<file path="config.mk">
export PLATFORM = sky130hd
export DESIGN_NAME = flash_busy_status
export DESIGN_NICKNAME = d
export VERILOG_FILES = /design/src/rtl/fbs_pkg.sv /design/src/rtl/fbs_bank_sel.sv /design/src/rtl/fbs_timer.sv /design/src/rtl/fbs_status_mux.sv /design/src/rtl/flash_busy_status.sv
export SDC_FILE = /design/constraint.sdc
export NUM_CORES = 1
export LEC_CHECK = 0
export BUFFER_PORTS_ARGS = -buffer_cell sky130_fd_sc_hd__buf_2
export CAP_MARGIN = 25
export CORE_MARGIN = 10
export CORE_UTILIZATION = 57
export DETAILED_ROUTE_END_ITERATION = 16
export PLACE_DENSITY = 0.95
export SLEW_MARGIN = 15
export SYNTH_ARGS = -nofsm -noshare
export SYNTH_HDL_FRONTEND = slang
export SYNTH_HIERARCHICAL = 1
export SYNTH_SLANG_ARGS = --single-unit
export TNS_END_PERCENT = 50
</file>
<file path="constraint.sdc">
create_clock -name clk -period 5.3 [get_ports clk]
set_clock_uncertainty 0.1 [all_clocks]
set_input_delay 0.265 -clock clk [delete_from_list [all_inputs] [get_ports clk]]
set_output_delay 0.265 -clock clk [all_outputs]
set_load 0.05 [all_outputs]
</file>
<file path="src/rtl/fbs_pkg.sv">
package fbs_pkg;
  typedef enum logic [1:0] {
    OP_PROG = 2'b00,
    OP_SECT = 2'b01,
    OP_BLK  = 2'b10,
    OP_CHIP = 2'b11
  } op_e;

  typedef enum logic [1:0] {
    PH_IDLE   = 2'b00,
    PH_ACTIVE = 2'b01,
    PH_TAIL   = 2'b10
  } phase_e;
endpackage

</file>
<file path="src/rtl/fbs_bank_sel.sv">
module fbs_bank_sel #(
  parameter int AW = 20,
  parameter logic [AW-1:0] SPLIT = 20'h40000
) (
  input  logic [AW-1:0] addr,
  output logic [1:0]    bank_oh
);
  always_comb begin
    bank_oh = (addr < SPLIT) ? 2'b01 : 2'b10;
  end
endmodule

</file>
<file path="src/rtl/fbs_timer.sv">
module fbs_timer
  import fbs_pkg::*;
#(
  parameter int CW = 8
) (
  input  logic          clk,
  input  logic          rst_n,
  input  logic          load,
  input  logic [CW-1:0] load_last,
  input  logic [CW-1:0] tail_last,
  input  logic          abort,
  output phase_e        phase
);
  logic [CW-1:0] cnt;

  always_ff @(posedge clk or negedge rst_n) begin
    if (!rst_n) begin
      phase <= PH_IDLE;
      cnt   <= '0;
    end else if (abort) begin
      phase <= PH_IDLE;
      cnt   <= '0;
    end else begin
      unique case (phase)
        PH_IDLE: begin
          if (load) begin
            phase <= PH_ACTIVE;
            cnt   <= load_last;
          end
        end
        PH_ACTIVE: begin
          if (cnt == '0) begin
            phase <= PH_TAIL;
            cnt   <= tail_last;
          end else begin
            cnt <= cnt - 1'b1;
          end
        end
        PH_TAIL: begin
          if (cnt == '0) phase <= PH_IDLE;
          else           cnt   <= cnt - 1'b1;
        end
        default: phase <= PH_IDLE;
      endcase
    end
  end
endmodule

</file>
<file path="src/rtl/fbs_status_mux.sv">
module fbs_status_mux
  import fbs_pkg::*;
#(
  parameter int DW = 16
) (
  input  logic          clk,
  input  logic          rst_n,
  input  logic          clr_toggle,
  input  logic          rd_req,
  input  logic          rd_hit,
  input  phase_e        phase,
  input  logic          op_is_prog,
  input  logic [DW-1:0] prog_word,
  input  logic [DW-1:0] arr_rdata,
  output logic          rsp_valid,
  output logic [DW-1:0] rsp_data
);
  logic          toggle_q;
  logic          flip;
  logic [DW-1:0] word_d;

  always_comb begin
    flip   = 1'b0;
    word_d = arr_rdata;
    if (rd_hit && phase == PH_ACTIVE) begin
      word_d    = '0;
      word_d[7] = op_is_prog ? ~prog_word[7] : 1'b0;
      word_d[6] = toggle_q;
      flip      = rd_req;
    end else if (rd_hit && phase == PH_TAIL) begin
      word_d = op_is_prog ? prog_word : '1;
    end
  end

  always_ff @(posedge clk or negedge rst_n) begin
    if (!rst_n) begin
      toggle_q  <= 1'b0;
      rsp_valid <= 1'b0;
      rsp_data  <= '0;
    end else begin
      if (clr_toggle) toggle_q <= 1'b0;
      else if (flip)  toggle_q <= ~toggle_q;
      rsp_valid <= rd_req;
      if (rd_req) rsp_data <= word_d;
    end
  end
endmodule

</file>
<file path="src/rtl/flash_busy_status.sv">
module flash_busy_status
  import fbs_pkg::*;
#(
  parameter int AW             = 20,
  parameter int DW             = 16,
  parameter logic [AW-1:0] BANK_SPLIT = 20'h40000,
  parameter int PROG_CYC       = 200,
  parameter int SB_ERASE_CYC   = 1000,
  parameter int CHIP_ERASE_CYC = 4000,
  parameter int TAIL_CYC       = 20,
  parameter int RST_HOLD       = 4
) (
  input  logic          clk,
  input  logic          rst_n,
  input  logic          start,
  input  logic [1:0]    start_op,
  input  logic [AW-1:0] start_addr,
  input  logic [DW-1:0] start_wdata,
  input  logic          rd_req,
  input  logic [AW-1:0] rd_addr,
  input  logic [DW-1:0] arr_rdata,
  input  logic          oe_n,
  input  logic          ce_n,
  input  logic          hw_rst_n,
  output logic          rsp_valid,
  output logic [DW-1:0] rsp_data,
  output logic          ryby_n,
  output logic          cmd_dropped
);
  localparam int MAXC1 = (PROG_CYC > SB_ERASE_CYC) ? PROG_CYC : SB_ERASE_CYC;
  localparam int MAXC2 = (MAXC1 > CHIP_ERASE_CYC) ? MAXC1 : CHIP_ERASE_CYC;
  localparam int MAXC  = (MAXC2 > TAIL_CYC) ? MAXC2 : TAIL_CYC;
  localparam int CW    = $clog2(MAXC + 1);
  localparam int HW    = $clog2(RST_HOLD + 1);
  localparam logic [CW-1:0] LAST_PROG = CW'(PROG_CYC - 1);
  localparam logic [CW-1:0] LAST_SB   = CW'(SB_ERASE_CYC - 1);
  localparam logic [CW-1:0] LAST_CHIP = CW'(CHIP_ERASE_CYC - 1);
  localparam logic [CW-1:0] LAST_TAIL = CW'(TAIL_CYC - 1);
  localparam logic [HW-1:0] HOLD_LAST = HW'(RST_HOLD - 1);

  phase_e        phase;
  logic          accept;
  logic          abort;
  logic [HW-1:0] hold_cnt;
  logic [1:0]    busy_mask;
  logic          op_is_prog;
  logic [DW-1:0] prog_word;
  logic [CW-1:0] load_last;
  logic [AW-1:0] sel_addr [2];
  logic [1:0]    sel_bank [2];
  logic          rd_hit;

  assign sel_addr[0] = start_addr;
  assign sel_addr[1] = rd_addr;

  for (genvar g = 0; g < 2; g++) begin : g_bank
    fbs_bank_sel #(.AW(AW), .SPLIT(BANK_SPLIT)) u_sel (
      .addr    (sel_addr[g]),
      .bank_oh (sel_bank[g])
    );
  end

  assign accept = start && (phase == PH_IDLE) && hw_rst_n;
  assign abort  = !hw_rst_n && (hold_cnt == HOLD_LAST);
  assign rd_hit = (phase != PH_IDLE) && ((sel_bank[1] & busy_mask) != 2'b00);

  always_comb begin
    unique case (op_e'(start_op))
      OP_PROG: load_last = LAST_PROG;
      OP_CHIP: load_last = LAST_CHIP;
      default: load_last = LAST_SB;
    endcase
  end

  always_ff @(posedge clk or negedge rst_n) begin
    if (!rst_n) begin
      hold_cnt    <= '0;
      busy_mask   <= 2'b00;
      op_is_prog  <= 1'b0;
      prog_word   <= '0;
      cmd_dropped <= 1'b0;
    end else begin
      if (hw_rst_n)                  hold_cnt <= '0;
      else if (hold_cnt != HOLD_LAST) hold_cnt <= hold_cnt + 1'b1;
      cmd_dropped <= start && (phase != PH_IDLE);
      if (accept) begin
        busy_mask  <= (op_e'(start_op) == OP_CHIP) ? 2'b11 : sel_bank[0];
        op_is_prog <= (op_e'(start_op) == OP_PROG);
        prog_word  <= start_wdata;
      end else if (phase == PH_IDLE) begin
        busy_mask <= 2'b00;
      end
    end
  end

  fbs_timer #(.CW(CW)) u_timer (
    .clk       (clk),
    .rst_n     (rst_n),
    .load      (accept),
    .load_last (load_last),
    .tail_last (LAST_TAIL),
    .abort     (abort),
    .phase     (phase)
  );

  fbs_status_mux #(.DW(DW)) u_mux (
    .clk        (clk),
    .rst_n      (rst_n),
    .clr_toggle (accept),
    .rd_req     (rd_req),
    .rd_hit     (rd_hit),
    .phase      (phase),
    .op_is_prog (op_is_prog),
    .prog_word  (prog_word),
    .arr_rdata  (arr_rdata),
    .rsp_valid  (rsp_valid),
    .rsp_data   (rsp_data)
  );

  assign ryby_n = !((phase == PH_ACTIVE) && !oe_n && !ce_n && hw_rst_n);
endmodule

</file>
Word-level counts from Yosys, hierarchy flattened
Cells that the tools add are included.
- register bits: 55
- word-level logic and storage cells: 76
- magnitude comparators: 2
- add/subtract/negate cells: 2
- equal/unequal tests: 9
- reduce and logical (&&, ||, !) cells: 25
- bitwise gates (word level): 3
- muxes and demuxes: 25
- operator list (kind ; number):
    2-to-1 mux 12 bit ; 4
    2-to-1 mux 16 bit ; 3
    < comparator 20 x 19 -> 1 bit, second input constant ; 2
    one-hot mux 12 bit (3 select lines) ; 1
    one-hot mux 12 bit (2 select lines) ; 1
    2-to-1 mux 2 bit ; 9
    logical NOT 12 bit ; 1
    subtractor 12 x 1 -> 12 bit, second input constant ; 1
    logical AND 1 bit ; 10
    nonzero test 2 bit ; 5
    inequality test 3 bit, second input constant ; 3
    2-to-1 mux 3 bit ; 2
    inequality test 3 x 2 -> 1 bit, second input constant ; 2
    one-hot mux 2 bit (3 select lines) ; 1
    AND reduction 3 bit ; 2
    equality test 2 bit, second input constant ; 2
    logical NOT 1 bit ; 4
    logical NOT 2 bit ; 2
    2-to-1 mux 1 bit ; 4
    nonzero test 4 bit ; 1
    adder 3 x 1 -> 3 bit, second input constant ; 1
    equality test 3 x 2 -> 1 bit, second input constant ; 1
    bitwise AND 2 bit ; 1
    equality test 2 x 1 -> 1 bit, second input constant ; 1
    NOT 1 bit ; 2

Logic depth before layout (Yosys ltp)
- depth in word-level cells: 9
- gate-level depth with buffers: 9

By module
The synthesis kept the hierarchy.
- modules (own cells, without submodules) (module ; times used ; sequential area each (µm²) ; cells each ; area each (µm²)):
    fbs_timer ; 1 ; 350.3 ; 171 ; 1388.8
    fbs_status_mux ; 1 ; 450.4 ; 132 ; 1184.9
    flash_busy_status ; 1 ; 575.6 ; 75 ; 1067.3
    fbs_bank_sel ; 2 ; 0.0 ; 2 ; 10.0

Worst setup path before layout
Ideal clock, no wire load.
- path type: flip-flop to flip-flop
- start point: register u_timer.cnt[0]
- end point: register u_timer.cnt[10]
- stages on the path, launching flop included: 9
- arrival: 2.005 ns
- buffers on the path: 1
- period minus slack after synthesis: 2.215 ns
- setup slack: 3.085 ns
- required time: 5.090 ns
- path through: dfrtp_1 -> inv_1 -> ha_1 -> or3b_2 -> clkbuf_1 -> nor4_4 -> xnor2_1 -> a221oi_1 -> o41ai_1
- longest elaborated chain between the ends: 4
- elaborated cells on any way between the ends: 8
- classes of those cells: add/sub: 1; eq/ne: 1; mux: 4; reduce/logical: 2
- RTL lines (element ; line ; source):
    start, declared ; fbs_timer.sv:14 ; logic [CW-1:0] cnt;
    start signal, assigned ; fbs_timer.sv:28 ; cnt <= load_last;
    start signal, assigned ; fbs_timer.sv:34 ; cnt <= tail_last;
    start signal, assigned ; fbs_timer.sv:36 ; cnt <= cnt - 1'b1;
    subtractor 12 x 1 -> 12 bit / logical NOT 12 bit (equally long branches) ; - ;
    2-to-1 mux 12 bit, on equally long branches ; fbs_timer.sv:40, fbs_timer.sv:32 ;
    one-hot mux 12 bit (3 select lines) ; fbs_timer.sv:24 ; unique case (phase)
    2-to-1 mux 12 bit ; fbs_timer.sv:20 ; end else if (abort) begin
Parallel ways exist; a longest one is shown, timed or not. The select of a mux whose other input is x is not followed.
A chain may end at the register's enable or synchronous reset.

Final worst setup path
- start point: register u_timer.cnt[0]
- end point: register u_timer.cnt[11]
The elaborated chain is that of the path after synthesis.

==> results.sh <==
export IMPL_status="finished, violations left"
export IMPL_violations="negative hold slack"
export IMPL_fin_crit_ns=3.275
export IMPL_core_mm2=0.006277
export IMPL_synth_edf_count=0
export IMPL_postCtsSetupBuffers=0
export IMPL_root_buffer="clkbuf_8"
export IMPL_hold_viol_final=55
export IMPL_grt_pass1_vias=2997
export IMPL_firstDrtPassIters=4
export IMPL_synth_seq_cells=55
export IMPL_start_util_pct=58.32
export IMPL_crit_path_max_incr_delay_ns=0.95
export IMPL_setup_tns_final_ns=0
export IMPL_tightest_slew_ns=1.040
export IMPL_maxCapViolCount=0
export IMPL_num_vias=3088
export IMPL_rsz0062_at_grt="no"
export IMPL_seq_power_share_pct=34.1
export IMPL_crit_type="flip-flop to flip-flop"
export IMPL_drc_errors=0
export IMPL_num_io_pins=100
export IMPL_dp_cells=513
export IMPL_die_area_mm2=0.01003
export IMPL_cp_start_kind="flip-flop"
export IMPL_fin_crit_sh_pct=61.79
export IMPL_synth_async_reset_ratio_pct=100.0
export IMPL_p_clk_share_pct=11.2
export IMPL_ant_nets=0
export IMPL_switchingPower_mw=1.024
export IMPL_drv_slew=0
export IMPL_synth_avg_cell_area_um2=9.584
export IMPL_path_clk_slew_ns=0.10
export IMPL_cpMaxStageDelayCell="o31ai_4"
export IMPL_n_antenna_cell=0
export IMPL_cts_made_buffers=5
export IMPL_fin_cells=522
export IMPL_syn_to_final_growth_pct=11.48
export IMPL_nets=537
export IMPL_final_cell_mix="63 x buf_2, 55 x dfrtp_1, 32 x nor2_1"
export IMPL_swShare_pct=46.53
export IMPL_viasPerCell=5.916
export IMPL_arrival_ns=3.37
export IMPL_placed_area_mm2=0.003975
export IMPL_cts_sinks=55
export IMPL_path_buf_inv=1
export IMPL_crit_required_ns=5.40
export IMPL_cts_tree="done"
export IMPL_end_kind="flip-flop"
export IMPL_powerDensity_mw_per_mm2=539.3
export IMPL_grt_use_total_pct=17.09
export IMPL_design_area_mm2=0.004081
export IMPL_yosys_cell_types_count=69
export IMPL_power_mw=2.201
export IMPL_portBuffers=63
export IMPL_wire_per_inst_um=16.83
export IMPL_dr_first_iter_drc_count=196
export IMPL_final_common_cell="buf_2"
export IMPL_insertion_delay_ns=0.31
export IMPL_ctsResizeCount=0
export IMPL_rows=29
export IMPL_fmax_mhz=305.4
export IMPL_layout_drive_gt1_share_pct=26.52
export IMPL_p_int_mw=1.177
export IMPL_antenna_found_initial=0
export IMPL_relSlewSlack_pct=30.69
export IMPL_worst_path_max_fanout=25
export IMPL_htreeDepth=2
export IMPL_setup_violations=0
export IMPL_syn_cell_area_mm2=0.003661
export IMPL_seq_area_frac_synth_pct=37.59
export IMPL_p_leak_nw=1.901
export IMPL_wl_um=8786
export IMPL_crit_path_cell_trace="inv_1 > ha_1 > nor4b_1 > nand3_2 > o31ai_4 > a2111oi_0 > a211o_1"
export IMPL_holdWs_ns=-0.03322
export IMPL_netlist_instances=382
export IMPL_synth_warnings=6
export IMPL_overflow=0
export IMPL_dpl_hpwl_um=6210
export IMPL_grt_max_degree=56
export IMPL_gp_congestion=0.9161
export IMPL_clockBufferDepth=2
export IMPL_synth_flop_cell="dfrtp_1"
export IMPL_worstHoldPathType="input port to async pin"
export IMPL_irDropWorstVdd_mv=0.2694
export IMPL_die_y_um=100.1
export IMPL_p_comb_share_pct=54.7
export IMPL_postCtsHoldBufs=0
export IMPL_die_w_um=100.1
export IMPL_crit_family="compound AO/OA/AOI/OAI gates"
export IMPL_grt_pass1_wl_um=14480
## layout make-up
class	instances	area (µm²)
inverter	24	95.09
fill	468	2196
sequential	55	1376
tap	77	96.34
clock buffer	6	82.58
timing repair buffer	66	337.8
clock inverter	2	16.27
multi-input combinational	292	2077
## worst register-to-register path, stage by stage (launching register included)
cell and delay (ns):
dfrtp_1 0.45, inv_1 0.16, ha_1 0.22, nor4b_1 0.39, nand3_2 0.38, o31ai_4 0.95
a2111oi_0 0.18, a211o_1 0.33
## stage by stage
stage | util, % | setup WS [ns]
global route | 65.02 | 1.830
floorplan | - | 3.085
detailed placement | 63.32 | 2.171
global placement | 63.32 | 2.315
finish | 65.02 | 2.025
CTS | 64.90 | 2.137
## power by group through the flow
stage	Sequential, mW	Clock [mW]	Combinational, mW
floorplan	0.778	0	0.941
global placement	0.739	0	1.12
detailed placement	0.752	0	1.18
CTS	0.747	0.250	1.19
global route	0.772	0.268	1.31
finish	0.751	0.247	1.20
## state kept, by name, indices dropped and copies added (netlist names)
register         flops
u_timer/cnt         12
busy_mask            2
u_timer/phase        2
cmd_dropped          1
hold_cnt             3
u_mux/rsp_valid      1
u_mux/toggle_q       1
prog_word           16
u_mux/rsp_data      16
op_is_prog           1
## path summary, 6_finish.rpt
path / from / endpoint / slack (ns) / depth (start not counted)
worst max register to register: u_timer/cnt[0] / u_timer/cnt[11] / 2.03 / 7
min in group clk: start_wdata[10] / prog_word[10] / 0.08 / 2
worst max-delay path: u_timer/cnt[0] / u_timer/cnt[11] / 2.03 / 7
worst min register to register: prog_word[7] / prog_word[7] / 0.42 / 1
worst min-delay path: rst_n / u_mux/rsp_valid / -0.03 / 2
max in group asynchronous: rst_n / prog_word[15] / 4.68 / 2
## cell families (layout without fill, tap and decap cells)
| group | Yosys count | after routing | synth area share (%) |
|---|---|---|---|
| adder cells (fa/ha/maj) | 12 | 12 | 4.101 |
| XOR/XNOR | 9 | 9 | 2.153 |
| AND/OR/NAND/NOR | 116 | 116 | 18.15 |
| flip-flops | 55 | 55 | 37.59 |
| buffers and inverters | 50 | 98 | 7.211 |
| multiplexers | 25 | 25 | 8.510 |
| other | 2 | 17 | 0.2051 |
| AO/OA/AOI/OAI | 113 | 113 | 22.08 |
## synth_stat cells (7+ instances only)
library cell	n	area [µm²]
nand2_1	20	75.07
o21ai_1	14	70.07
o21ai_0	10	50.05
a21oi_1	25	125.1
nor2b_1	15	93.84
inv_1	21	78.83
nor3_1	15	75.07
o211a_1	10	100.1
dfrtp_1	55	1376
mux2_4	10	150.1
nor2_1	32	120.1
clkbuf_1	10	37.54
buf_4	7	52.55
ha_1	12	150.1
mux2_2	9	101.4
## per-layer routing
metal / vias to the layer above / wire, µm / track usage (%)
met5: - / 0 / 0
met4: 0 / 140 / 5.109
met3: 14 / 628 / 4.258
met2: 99 / 4395 / 29.67
met1: 1495 / 3622 / 20.25
li1: 1480 / - / -
Note: power is estimated with default switching activity, not from simulation.
